<file path="src/rtl/ldsm_pkg.sv">
package ldsm_pkg;

  typedef enum logic [1:0] {
    KIND_BASE   = 2'd0,
    KIND_XFER   = 2'd1,
    KIND_WB_ADD = 2'd2,
    KIND_WB_SUB = 2'd3
  } uopKind_e;

  typedef struct packed {
    logic capture;
    logic step;
  } seqStrobe_t;

  function automatic logic modeSupported(input logic [4:0] code);
    case (code)
      5'h01, 5'h03, 5'h08, 5'h09, 5'h0B,
      5'h11, 5'h12, 5'h18, 5'h19: return 1'b1;
      default:                    return 1'b0;
    endcase
  endfunction

endpackage

</file>
<file path="src/rtl/ldsm_ctrl.sv">
module ldsm_ctrl
  import ldsm_pkg::*;
(
  input  logic       clk,
  input  logic       rstN,
  input  logic       instValid,
  input  logic       modeOk,
  input  logic       wbEn,
  input  logic       wbUp,
  input  logic       remEmpty,
  input  logic       remOne,
  input  logic       uopReady,
  output logic       instReady,
  output logic       badInst,
  output logic       uopValid,
  output logic       uopLast,
  output uopKind_e   uopKind,
  output seqStrobe_t strobe
);

  typedef enum logic [1:0] {ST_IDLE, ST_BASE, ST_XFER, ST_WB} seqState_e;

  seqState_e state, stateNext, afterList;
  logic accept;

  assign instReady = (state == ST_IDLE);
  assign uopValid  = (state != ST_IDLE);
  assign accept    = instValid && instReady;
  assign badInst   = accept && !modeOk;
  assign afterList = wbEn ? ST_WB : ST_IDLE;

  always_comb begin
    strobe         = '0;
    strobe.capture = accept && modeOk;
    strobe.step    = (state == ST_XFER) && uopReady;
  end

  always_comb begin
    stateNext = state;
    unique case (state)
      ST_IDLE: if (accept && modeOk) stateNext = ST_BASE;
      ST_BASE: if (uopReady) stateNext = remEmpty ? afterList : ST_XFER;
      ST_XFER: if (uopReady && remOne) stateNext = afterList;
      ST_WB:   if (uopReady) stateNext = ST_IDLE;
      default: stateNext = ST_IDLE;
    endcase
  end

  always_ff @(posedge clk) begin
    if (!rstN) state <= ST_IDLE;
    else       state <= stateNext;
  end

  always_comb begin
    uopKind = KIND_BASE;
    uopLast = 1'b0;
    unique case (state)
      ST_BASE: uopLast = remEmpty && !wbEn;
      ST_XFER: begin
        uopKind = KIND_XFER;
        uopLast = remOne && !wbEn;
      end
      ST_WB: begin
        uopKind = wbUp ? KIND_WB_ADD : KIND_WB_SUB;
        uopLast = 1'b1;
      end
      default: ;
    endcase
  end

  // a supported instruction opens its sequence with the base copy
  a_r4_base_first: assert property (@(posedge clk) disable iff (!rstN)
    instValid && instReady && modeOk |=> uopValid && uopKind == KIND_BASE);

  // an unsupported instruction leaves the output quiet
  a_r2_bad_silent: assert property (@(posedge clk) disable iff (!rstN)
    badInst |=> !uopValid && instReady);

  // consuming the flagged micro-op ends the sequence
  a_r9_last_ends: assert property (@(posedge clk) disable iff (!rstN)
    uopValid && uopReady && uopLast |=> !uopValid && instReady);

endmodule

</file>
<file path="src/rtl/ldsm_dpath.sv">
module ldsm_dpath
  import ldsm_pkg::*;
#(
  parameter int REG_CNT    = 16,
  parameter int WORD_BYTES = 4
) (
  input  logic                         clk,
  input  logic                         rstN,
  input  logic [31:0]                  instWord,
  input  seqStrobe_t                   strobe,
  input  uopKind_e                     uopKind,
  output logic                         modeOk,
  output logic                         wbEn,
  output logic                         wbUp,
  output logic                         remEmpty,
  output logic                         remOne,
  output logic [31:0]                  uopWord,
  output logic [$clog2(REG_CNT)-1:0]   uopReg,
  output logic [$clog2(WORD_BYTES*REG_CNT+1)-1:0] uopOffset,
  output logic                         uopAdd,
  output logic                         uopLoad,
  output logic [$clog2(REG_CNT+3)-1:0] uopCount
);

  localparam int IDX_W = $clog2(REG_CNT);
  localparam int OFF_W = $clog2(WORD_BYTES*REG_CNT+1);
  localparam int CNT_W = $clog2(REG_CNT+3);
  localparam int IMM_W = 8;
  localparam logic [OFF_W-1:0] STEP = OFF_W'(WORD_BYTES);

  logic [31:0]        instReg;
  logic [REG_CNT-1:0] remList;
  logic [OFF_W-1:0]   offReg;
  logic [CNT_W-1:0]   cntReg;
  logic [CNT_W-1:0]   nReg;

  logic [CNT_W-1:0]   newOnes;
  logic [OFF_W-1:0]   newSpan;
  logic [OFF_W-1:0]   startOff;
  logic [IDX_W-1:0]   lowIdx;
  logic [IMM_W-1:0]   wbImm;
  logic [31:0]        wbWord;

  assign modeOk = modeSupported(instWord[24:20]);

  always_comb begin
    newOnes = '0;
    for (int i = 0; i < REG_CNT; i++) newOnes = newOnes + CNT_W'(instWord[i]);
  end

  assign newSpan = OFF_W'(newOnes) * STEP;

  always_comb begin
    unique case ({instWord[24], instWord[23]})
      2'b00:   startOff = newSpan - STEP;
      2'b01:   startOff = '0;
      2'b10:   startOff = newSpan;
      default: startOff = STEP;
    endcase
  end

  always_ff @(posedge clk) begin
    if (!rstN) begin
      instReg <= '0;
      remList <= '0;
      offReg  <= '0;
      cntReg  <= '0;
      nReg    <= '0;
    end else if (strobe.capture) begin
      instReg <= instWord;
      remList <= instWord[REG_CNT-1:0];
      offReg  <= startOff;
      nReg    <= newOnes;
      cntReg  <= newOnes + CNT_W'(1) + CNT_W'(instWord[21]);
    end else if (strobe.step) begin
      remList <= remList & (remList - REG_CNT'(1));
      offReg  <= instReg[23] ? offReg + STEP : offReg - STEP;
    end
  end

  always_comb begin
    lowIdx = '0;
    for (int i = REG_CNT - 1; i >= 0; i--) begin
      if (remList[i]) lowIdx = IDX_W'(i);
    end
  end

  assign remEmpty = (remList == '0);
  assign remOne   = !remEmpty && ((remList & (remList - REG_CNT'(1))) == '0);
  assign wbEn     = instReg[21];
  assign wbUp     = instReg[23];

  assign wbImm  = IMM_W'(32'(nReg) * WORD_BYTES);
  assign wbWord = {instReg[31:28], 4'h2, 4'h4, instReg[19:16], instReg[19:16], 4'h0, wbImm};

  always_comb begin
    unique case (uopKind)
      KIND_BASE: uopWord = {instReg[31:16], 16'h0000};
      KIND_XFER: uopWord = '0;
      default:   uopWord = wbWord;
    endcase
  end

  assign uopReg    = lowIdx;
  assign uopOffset = offReg;
  assign uopAdd    = instReg[23];
  assign uopLoad   = instReg[20];
  assign uopCount  = cntReg;

  // each consumed transfer removes exactly one register from the list
  a_r5_one_cleared: assert property (@(posedge clk) disable iff (!rstN)
    strobe.step |=> $countones(remList) + 1 == $past($countones(remList)));

  // the offset moves one word per transfer in the U direction
  a_r7_offset_step: assert property (@(posedge clk) disable iff (!rstN)
    strobe.step |=> offReg == ($past(instReg[23]) ? $past(offReg) + STEP
                                                  : $past(offReg) - STEP));

endmodule

</file>
<file path="src/rtl/ldst_multi_seq.sv">
module ldst_multi_seq
  import ldsm_pkg::*;
#(
  parameter int REG_CNT    = 16,
  parameter int WORD_BYTES = 4
) (
  input  logic                                    clk,
  input  logic                                    rstN,
  input  logic                                    instValid,
  output logic                                    instReady,
  input  logic [31:0]                             instWord,
  output logic                                    badInst,
  output logic                                    uopValid,
  input  logic                                    uopReady,
  output logic [1:0]                              uopKind,
  output logic [31:0]                             uopWord,
  output logic [$clog2(REG_CNT)-1:0]              uopReg,
  output logic [$clog2(WORD_BYTES*REG_CNT+1)-1:0] uopOffset,
  output logic                                    uopAdd,
  output logic                                    uopLoad,
  output logic                                    uopLast,
  output logic [$clog2(REG_CNT+3)-1:0]            uopCount
);

  seqStrobe_t strobe;
  uopKind_e   kindSel;
  logic       modeOk, wbEn, wbUp, remEmpty, remOne;

  ldsm_ctrl u_ctrl (
    .clk       (clk),
    .rstN      (rstN),
    .instValid (instValid),
    .modeOk    (modeOk),
    .wbEn      (wbEn),
    .wbUp      (wbUp),
    .remEmpty  (remEmpty),
    .remOne    (remOne),
    .uopReady  (uopReady),
    .instReady (instReady),
    .badInst   (badInst),
    .uopValid  (uopValid),
    .uopLast   (uopLast),
    .uopKind   (kindSel),
    .strobe    (strobe)
  );

  ldsm_dpath #(.REG_CNT(REG_CNT), .WORD_BYTES(WORD_BYTES)) u_dpath (
    .clk       (clk),
    .rstN      (rstN),
    .instWord  (instWord),
    .strobe    (strobe),
    .uopKind   (kindSel),
    .modeOk    (modeOk),
    .wbEn      (wbEn),
    .wbUp      (wbUp),
    .remEmpty  (remEmpty),
    .remOne    (remOne),
    .uopWord   (uopWord),
    .uopReg    (uopReg),
    .uopOffset (uopOffset),
    .uopAdd    (uopAdd),
    .uopLoad   (uopLoad),
    .uopCount  (uopCount)
  );

  assign uopKind = kindSel;

  // a stalled micro-op stays put
  a_r10_hold: assert property (@(posedge clk) disable iff (!rstN)
    uopValid && !uopReady |=> uopValid && $stable(uopKind) && $stable(uopWord)
      && $stable(uopReg) && $stable(uopOffset) && $stable(uopLast) && $stable(uopCount));

  // the length stays fixed across handshakes inside one sequence
  a_r3_count_fixed: assert property (@(posedge clk) disable iff (!rstN)
    uopValid && uopReady && !uopLast |=> $stable(uopCount));

  // no new instruction is taken while a sequence is pending
  a_r1_busy_closed: assert property (@(posedge clk) disable iff (!rstN)
    uopValid |-> !instReady);

endmodule

</file>
<file path="config.mk">
export PLATFORM = sky130hd
export DESIGN_NAME = ldst_multi_seq
export DESIGN_NICKNAME = d
export VERILOG_FILES = /design/src/rtl/ldsm_pkg.sv /design/src/rtl/ldsm_ctrl.sv /design/src/rtl/ldsm_dpath.sv /design/src/rtl/ldst_multi_seq.sv
export SDC_FILE = /design/constraint.sdc
export NUM_CORES = 1
export LEC_CHECK = 0
export BUFFER_PORTS_ARGS = -buffer_cell sky130_fd_sc_hd__buf_4
export CAP_MARGIN = 20
export CORE_ASPECT_RATIO = 1.2
export CORE_UTILIZATION = 54
export CTS_CLUSTER_DIAMETER = 100
export DETAILED_ROUTE_END_ITERATION = 6
export PLACE_DENSITY = 0.9
export SLEW_MARGIN = 20
export SYNTH_ARGS = -nofsm -noshare
export SYNTH_HDL_FRONTEND = slang
export SYNTH_SLANG_ARGS = --single-unit
</file>
<file path="constraint.sdc">
create_clock -name clk -period 5.5 [get_ports clk]
set_input_delay 0.275 -clock clk [delete_from_list [all_inputs] [get_ports clk]]
set_output_delay 0.275 -clock clk [all_outputs]
set_load 0.01 [all_outputs]
</file>
==> results of run 1 <==
-- final cells by class --
| type | count | share of cell area |
|---|---|---|
| clock inverters | 2 | 0.00927 |
| repair buffers | 82 | 0.147 |
| multi-input cells | 327 | 0.531 |
| inverters | 40 | 0.0359 |
| flip-flops and latches | 49 | 0.235 |
| well taps | 82 | 0.0245 |
| clock buffers | 6 | 0.0173 |
-- layer usage --
layer | GRT usage | share of wire | vias to the layer above | wire [µm]
li1 | - | - | 1598 | -
met1 | 0.301 | 0.41 | 1512 | 3420
met2 | 0.444 | 0.51 | 120 | 4240
met3 | 0.0359 | 0.044 | 26 | 369
met4 | 0.127 | 0.035 | 0 | 289
met5 | 0 | 0 | - | 0
-- flip-flops by register name, summed over array words and instances (netlist names) --
signal / cells
u_ctrl.state: 2
u_dpath.nReg: 5
u_dpath.remList: 16
u_dpath.uopOffset: 5
u_dpath.instReg: 16
u_dpath.uopCount: 5
-- logic make-up (layout without fill, tap and decap cells) --
kind of cell,Yosys count,count (layout),share of synthesized area
other,1,9,0.00107
muxes,1,1,0.00644
AOI/OAI and AO/OA,106,106,0.217
DFF,49,49,0.280
buffers and inverters,73,130,0.0955
and+or+nand+nor,171,171,0.246
adders and majority gates,29,29,0.127
xor gates and xnor gates,11,11,0.0275
-- power by group --
group / switching (mW) / total [mW] / leakage, nW / internal [mW]
sequential: 0.0325 / 0.416 / 0.398 / 0.384
clock: 0.122 / 0.259 / 0.0554 / 0.137
combinational: 0.345 / 0.632 / 1.46 / 0.287
-- stage by stage --
stage	instance area, µm²	std cells	hold WS (ns)	worst slack, ns
detailed placement	4070	580	0.454	0.884
CTS	4180	588	0.220	1.21
floorplan	3530	449	0.410	1.19
global route	4180	588	0.220	0.958
finish	4180	588	0.222	1.21
global placement	4070	580	0.446	0.984
-- worst paths after layout --
kind                        from              endpoint  slack (ns)
min reg2reg  u_dpath.instReg[24]   u_dpath.instReg[24]        0.47
max reg2reg      u_ctrl.state[1]   u_dpath.remList[11]        2.68
max                  instWord[0]  u_dpath.uopOffset[6]        1.21
min                 instWord[28]   u_dpath.instReg[28]        0.22
-- synth_stat cells, types with 2 or more instances --
master | instances | share of area
a211oi_1 | 2 | 0.0043
a21boi_0 | 35 | 0.075
a21boi_1 | 2 | 0.0043
a21o_1 | 3 | 0.0064
a21oi_1 | 16 | 0.023
a31oi_1 | 2 | 0.0036
and2_1 | 24 | 0.043
and3_1 | 5 | 0.0089
buf_2 | 3 | 0.0043
buf_4 | 9 | 0.019
buf_6 | 3 | 0.0097
clkbuf_1 | 18 | 0.019
dfxtp_1 | 49 | 0.28
fa_1 | 11 | 0.063
ha_1 | 17 | 0.061
inv_1 | 40 | 0.043
nand2_1 | 73 | 0.078
nand3_1 | 14 | 0.020
nand4_1 | 3 | 0.0054
nor2_1 | 18 | 0.019
nor2b_1 | 7 | 0.013
nor3_1 | 10 | 0.014
nor4_4 | 2 | 0.012
o211a_1 | 4 | 0.011
o211ai_1 | 9 | 0.019
o21ai_0 | 18 | 0.026
o21bai_1 | 2 | 0.0043
o41ai_1 | 2 | 0.0050
or2_2 | 2 | 0.0036
or3_1 | 4 | 0.0071
xnor2_1 | 6 | 0.015
xor2_1 | 5 | 0.013
-- placed cells by master, fill, tap and decap left out, drive strengths merged, types with 4 or more instances in the layout --
master / n
and2: 24
inv: 40
nor3: 10
nand2: 74
o21ai: 18
xnor2: 6
a21boi: 37
o211a: 4
o211ai: 10
fa: 11
nor2: 18
buf: 82
and3: 5
dfxtp: 49
nor2b: 7
ha: 17
conb: 9
nor4: 4
a21oi: 16
or3: 4
nand3: 14
xor2: 5
clkbuf: 6
-- worst reg2reg max path, cell delays in order, from the launching register on --
cell	delay (ns)
dfxtp_1	0.47
ha_1	0.42
nand2_1	0.32
or3_1	0.46
nor3_1	0.31
nand2_1	0.14
or3_1	0.35
o211ai_1	0.16
a21boi_1	0.08
==> flow_summary.ini, run 1 <==
[status]
status = finished clean

[logic_synthesis]
syn_avg_cell_area_um2 = 7.94
seq_area_frac_synth = 0.280
ys_warn_count = 0
synthArstFlopShare = 0
synth_seq_cells = 49
synth_flop_cell = dfxtp_1
netlist_instances = 441
synth-edff-count = 0
synth_cell_types = 55
netlist_area_um2 = 3500

[floorplanning]
die_h_um = 90.2
die_x_um = 75.5
start_util = 0.571
core_um2 = 6130
io-pin-count = 92
core.rowCount = 31
die_area_um2 = 6810

[placement]
routabilityCongestion = 0.883
portBuffers = 82
dp_hpwl_um = 6190

[sta]
finalHoldViolCount = 0
slew_violations = 0
slew_headroom = 0.297
period_share = 0.781
fin_worst_skew_ns = 0.00691
period_minus_slack_ns = 4.29
final.setup.tns_ns = 0
worstMarginPinSlew_ns = 1.05
rsz0062_at_grt = false
fmax_ghz = 0.233
setup_violations = 0

[worst_setup_path]
critPathTopFamily = adder cells
cpMostUsedCell = fa_1
worst-path-stages = 17
end_kind = flop
cp.required_ns = 5.70
rr_worst_depth = 8
slowest_delay_ns = 0.53
cp.arrival_ns = 4.50
crit_chain = buf_4 -> ha_1 -> inv_1 -> fa_1 -> fa_1 -> fa_1 -> fa_1 -> fa_1 -> inv_1 -> fa_1 -> inv_1 -> ha_1 -> and3_1 -> o21ai_0 -> xor2_1 -> a21oi_1 -> nor2_1
crit_path_start_kind = input port
path_buf_inv = 4
crit_type = in -> reg
cp_max_fo = 4
cp_slowest_cell = fa_1

[job]
cap_violations = 0

[finish]
insertedDiodeCount = 0
nNetsFinal = 569
final-seq-area_um2 = 981
area.growth.synth_to_final_pct = 19.5
fill_cells = 514
layout-drive-gt1-share = 0.202
final_util = 0.683
multi_input_area_um2 = 2220

[pwr]
p_per_area_nw_per_um2 = 313
ir_worst_vdd_mv = 0.241
p_total_mw = 1.31
p_leak_nw = 1.91

[detailed_routing]
dr.first_iter.drc_count = 162
firstDrtPassIters = 4
routed_wl_um = 8330
routed-via-count = 3256
drc = 0
ant_nets = 0
post_drt_wl_per_cell_um = 14.2
viasPerCell = 5.54

[global_route]
grt_pass1_wl_um = 13700
grt.overflow.total = 0
antenna_found_initial = 0
grt_pass1_vias = 3115
grt_max_degree = 51
track_usage = 0.257

[cts]
cts_tree = yes
clock_path_buffers = 2
cts_root_buf = clkbuf_8
htree_levels = 2
cts_hold_buf = 0
insertion_delay_ns = 0.30
numCtsBuffers = 5
clk_pin_slew_ns = 0.09
cts_resized = 0
cts_sinks = 49
cts_setup_buffers = 0

[worst_hold_path]
holdCritPathClass = in -> reg
whs_path_depth = 3
Note: power is estimated with default switching activity, not from simulation.
==> inputs of run 2 (changes only) <==
- clock period: 5.5 -> 4 ns (I/O delays scaled with it)
==> run 2 against run 1 <==
  * Largest power group unchanged
  * Global-route usage up 0.78 points
  * Combinational power increased by 65%
  * Power grew 46%
  * Register-to-register slack worse by 1.4 ns
  * Clock power is 16% higher
  * Sequential power rose by 38%
==> flow_summary.ini, run 2 (same netlist as run 1, synthesis figures left out) <==
[finish]
area.growth.synth_to_final_pct = 22.8
final_cell_mix = buf_4 (91), nand2_1 (73), dfxtp_1 (49)
nNetsFinal = 580
insertedDiodeCount = 0
postLayoutCellArea_um2 = 4300
mostFrequentLayoutCell = buf_4
final_util = 0.702
layoutNonFillerInstCount = 599
reg_top3 = u_dpath.instReg: 16 flops, u_dpath.remList: 16 flops
layout-drive-gt1-share = 0.240

[sta]
setup_violations = 0
fin_ws_ns = 0.107
period_share = 0.973
final.setup.tns_ns = 0
hold_ws_ns = 0.143
period_minus_slack_ns = 3.89
worstMarginPinSlew_ns = 0.809
slew_headroom = 0.461
fmax_ghz = 0.257
slew_violations = 0
fin_worst_skew_ns = 0.00534
finalHoldViolCount = 0
rsz0062_at_grt = false

[worst_setup_path]
cp.arrival_ns = 4.09
path_buf_inv = 4
slowest_delay_ns = 0.51
crit_type = in -> reg
cpMostUsedCell = fa_1
cp.required_ns = 4.20
end_kind = flop
crit_path_start_kind = input port
critPathTopFamily = adder cells
cp_slowest_cell = fa_1
cp_max_fo = 2
crit_chain = buf_6 -> ha_4 -> inv_2 -> fa_1 -> fa_1 -> fa_1 -> fa_1 -> fa_2 -> inv_2 -> fa_1 -> inv_2 -> ha_4 -> and3_4 -> o21ai_2 -> xor2_1 -> a21oi_1 -> nor2_1

[placement]
dp.cells = 591
placed_area_um2 = 4200
dp_hpwl_um = 6400
portBuffers = 82
pre_cts_slack_ns = -0.300
routabilityCongestion = 0.879

[detailed_routing]
post_drt_wl_per_cell_um = 14.2
top_layer = met4
routed-via-count = 3270
viasPerCell = 5.46
drc = 0
routed_wl_um = 8520
dr.first_iter.drc_count = 160
dr_wl_met3_um = 322
met2WireLength_um = 4400
ant_nets = 0
met1_length_um = 3620
firstDrtPassIters = 4

[cts]
clk_pin_slew_ns = 0.09
insertion_delay_ns = 0.31
clock_path_buffers = 2
cts_root_buf = clkbuf_8
cts_sinks = 49
htree_levels = 2
numCtsBuffers = 5
cts_setup_buffers = 0
cts_tree = yes

[global_route]
grt_pass1_vias = 3078
grt_max_degree = 51
grt_pass1_wl_um = 14200
antenna_found_initial = 0
track_usage = 0.265
grt.overflow.total = 0

[floorplanning]
die_x_um = 75.5
core.rowCount = 31
start_util = 0.571
die_area_um2 = 6810
die_h_um = 90.2
core_um2 = 6130
io-pin-count = 92

[pwr]
p_sw_uw = 736
ir_worst_vdd_mv = 0.359
p_per_area_nw_per_um2 = 445
p_total_mw = 1.91
clockPowerShare = 0.157
p_leak_nw = 1.96
p_seq_frac = 0.300
combPwrFrac = 0.543
switching_share = 0.385
p_int_mw = 1.18

[worst_hold_path]
holdCritPathClass = in -> reg

[status]
status = finished clean

[job]
cap_violations = 0
## run 2: cell types whose count changed in the layout (fill, tap and decap cells not counted), sizes merged
cell    delta
bufinv     -1
buf       +11
inv        +1
## run 2: tightest hold or removal path, stage by stage
cell and delay (ns):
buf_6 0.10, nand2_1 0.04, a21boi_0 0.06
## run 2: power by group through the flow
| stage | sequential, mW | combinational (mW) | clock (mW) |
|---|---|---|---|
| finish | 0.574 | 1.04 | 0.300 |
| global route | 0.579 | 1.15 | 0.321 |
| CTS | 0.572 | 1.03 | 0.301 |
| detailed placement | 0.583 | 1.02 | 0 |
| global placement | 0.581 | 0.982 | 0 |
| floorplan | 0.573 | 0.693 | 0 |
## run 2: worst paths after layout
| check | startpoint | end | slack, ns | cells after the start |
|---|---|---|---|---|
| max | instWord[1] | u_dpath.uopOffset[6] | 0.11 | 17 |
| min | instWord[1] | u_dpath.remList[1] | 0.14 | 3 |
| max reg2reg | u_ctrl.state[1] | u_ctrl.state[0] | 1.25 | 8 |
| min reg2reg | u_dpath.instReg[27] | u_dpath.instReg[27] | 0.46 | 2 |
## run 2: routing by layer
layer	vias up	track usage
met2	91	0.467
li1	1617	-
met1	1548	0.328
met5	-	0
met3	14	0.0314
met4	0	0.0787
## run 2: repair_timing
item	in CTS	in global routing
resized for setup	0	6
endpoints found under the setup margin	0	8
endpoints found under the hold margin	0	0
hold buffers	0	0
## run 2: final cells by class
cell class / instances / area [µm²]
inverter: 40 / 150
sequential: 49 / 981
clock inverter: 2 / 13.8
multi-input combinational: 327 / 2270
clock buffer: 6 / 72.6
timing repair buffer: 93 / 706
tap: 82 / 103
fill: 499 / 1830
==> inputs of run 3 (changes only) <==
- BUFFER_PORTS_ARGS: -buffer_cell sky130_fd_sc_hd__buf_4 -> -buffer_cell sky130_fd_sc_hd__buf_2
==> run 3 against run 2 <==
  * Die area unchanged
  * Via count up 1.5%
  * Register-to-register slack worse by 0.02 ns
  * Power up 6.6%
  * Non-clock buffer count up 1
  * Routed wire length up 3.1%
  * Maximum frequency down 2.5%
  * Global-route usage up 1.2 points
  * Core utilization down 2.6 points
==> flow_summary.ini, run 3 (same netlist as run 1, synthesis figures left out) <==
[status]
status = finished clean

[global_route]
grt_pass1_wl_um = 14700
track_usage = 0.277
antenna_found_initial = 0
grt_pass1_vias = 3210
grt.overflow.total = 0
grt_max_degree = 51

[cts]
clk_pin_slew_ns = 0.10
cts_root_buf = clkbuf_8
cts_tree = yes
cts_sinks = 49
htree_levels = 2
numCtsBuffers = 5
clock_path_buffers = 2
insertion_delay_ns = 0.30
cts_hold_buf = 0

[worst_setup_path]
crit_path_start_kind = input port
r2r-end = u_dpath.remList[11]
cp_max_fo = 2
rr_worst_depth = 8
cp.arrival_ns = 4.19
cp-endpoint = u_dpath.uopOffset[6]
cp-startpoint = instWord[1]
cp.required_ns = 4.20
crit_type = in -> reg
reg2reg_from = u_ctrl.state[1]
rrSetupSlack_ns = 1.23
end_kind = flop

[floorplanning]
core.rowCount = 31
core_um2 = 6130
die_h_um = 90.2
die_area_um2 = 6810
start_util = 0.571
io-pin-count = 92
die_x_um = 75.5

[worst_hold_path]
holdCritPathClass = in -> reg

[sta]
hold_ws_ns = 0.132
period_share = 0.998
finalHoldViolCount = 0
period_minus_slack_ns = 3.99
fin_worst_skew_ns = 0.00559
slew_violations = 0
slew_headroom = 0.457
fmax_ghz = 0.250
rsz0062_at_grt = true
setup_violations = 0
worstMarginPinSlew_ns = 0.815

[job]
cap_violations = 0

[detailed_routing]
viasPerCell = 5.53
dr.first_iter.drc_count = 179
ant_nets = 0
routed_wl_um = 8780
routed-via-count = 3318
drc = 0
firstDrtPassIters = 5
post_drt_wl_per_cell_um = 14.6

[finish]
reg_top3 = u_dpath.instReg: 16 flops, u_dpath.remList: 16 flops
insertedDiodeCount = 0
layout-drive-gt1-share = 0.247
mostFrequentLayoutCell = buf_2
nNetsFinal = 581
area.growth.synth_to_final_pct = 18.4
final_cell_mix = buf_2 (80), nand2_1 (73), dfxtp_1 (49)
postLayoutCellArea_um2 = 4140

[pwr]
ir_worst_vdd_mv = 0.381
p_leak_nw = 1.95
p_per_area_nw_per_um2 = 492

[placement]
dp_hpwl_um = 6340
routabilityCongestion = 0.914
portBuffers = 82
placed_area_um2 = 3990
-- run 3: repair_timing --
item,in CTS,in global routing
setup buffers,0,2
endpoints found under the setup margin,1,8
resized for setup,0,10
pin swaps,1,6
-- run 3: cell type report --
type,instances,area [µm²]
fill,496,1990
clock buffer,5,68.8
inverter,40,150
timing repair buffer,94,517
sequential,49,981
multi-input combinational,327,2280
clock inverter,3,43.8
tap,82,103
-- run 3: critical path: stages --
cell	delay, ns
buf_8	0.10
ha_4	0.25
inv_2	0.03
fa_1	0.51
fa_1	0.43
fa_1	0.52
fa_1	0.44
fa_2	0.36
inv_2	0.07
fa_2	0.45
inv_2	0.09
ha_4	0.13
and3_4	0.18
o21ai_2	0.06
xor2_1	0.16
a21oi_1	0.17
nor2_1	0.05
-- run 3: where the power goes --
group | total, mW | switching [mW] | leakage (nW) | internal (mW)
sequential | 0.573 | 0.0455 | 0.398 | 0.528
combinational | 1.10 | 0.571 | 1.49 | 0.530
clock | 0.365 | 0.177 | 0.0585 | 0.188
-- run 3: how the worst min path moves through the flow --
stage / to / slack (ns) / startpoint / cells after the start
2_1_floorplan: u_dpath.remList[11] / 0.33 / instWord[11] / 2
3_3_place_gp: u_dpath.instReg[24] / 0.45 / u_dpath.instReg[24] / 2
6_report: u_dpath.instReg[28] / 0.13 / instWord[28] / 3
5_1_grt: u_dpath.instReg[28] / 0.13 / instWord[28] / 3
3_5_place_dp: u_dpath.instReg[25] / 0.46 / u_dpath.instReg[25] / 2
4_1_cts: u_dpath.instReg[28] / 0.13 / instWord[28] / 3
-- run 3: stage by stage --
stage	total power [mW]	setup TNS, ns	setup slack (ns)	utilization	std cells
after floorplan	1.27	-0.131	-0.121	-	449
after global placement	1.53	-1.33	-0.246	0.650	590
after detailed placement	1.59	-2.03	-0.337	0.650	590
after CTS	1.96	0	0.00480	0.669	598
after global routing	2.18	-0.168	-0.0828	0.676	600
final	2.04	0	0.00604	0.676	600
-- run 3: metal layers --
| metal | share of wire | track usage | wire (µm) | vias up |
|---|---|---|---|---|
| met5 | 0 | 0 | 0 | - |
| met3 | 0.041 | 0.0392 | 361 | 25 |
| met2 | 0.52 | 0.474 | 4560 | 107 |
| met4 | 0.032 | 0.116 | 278 | 0 |
| met1 | 0.41 | 0.338 | 3590 | 1573 |
| li1 | - | - | - | 1613 |
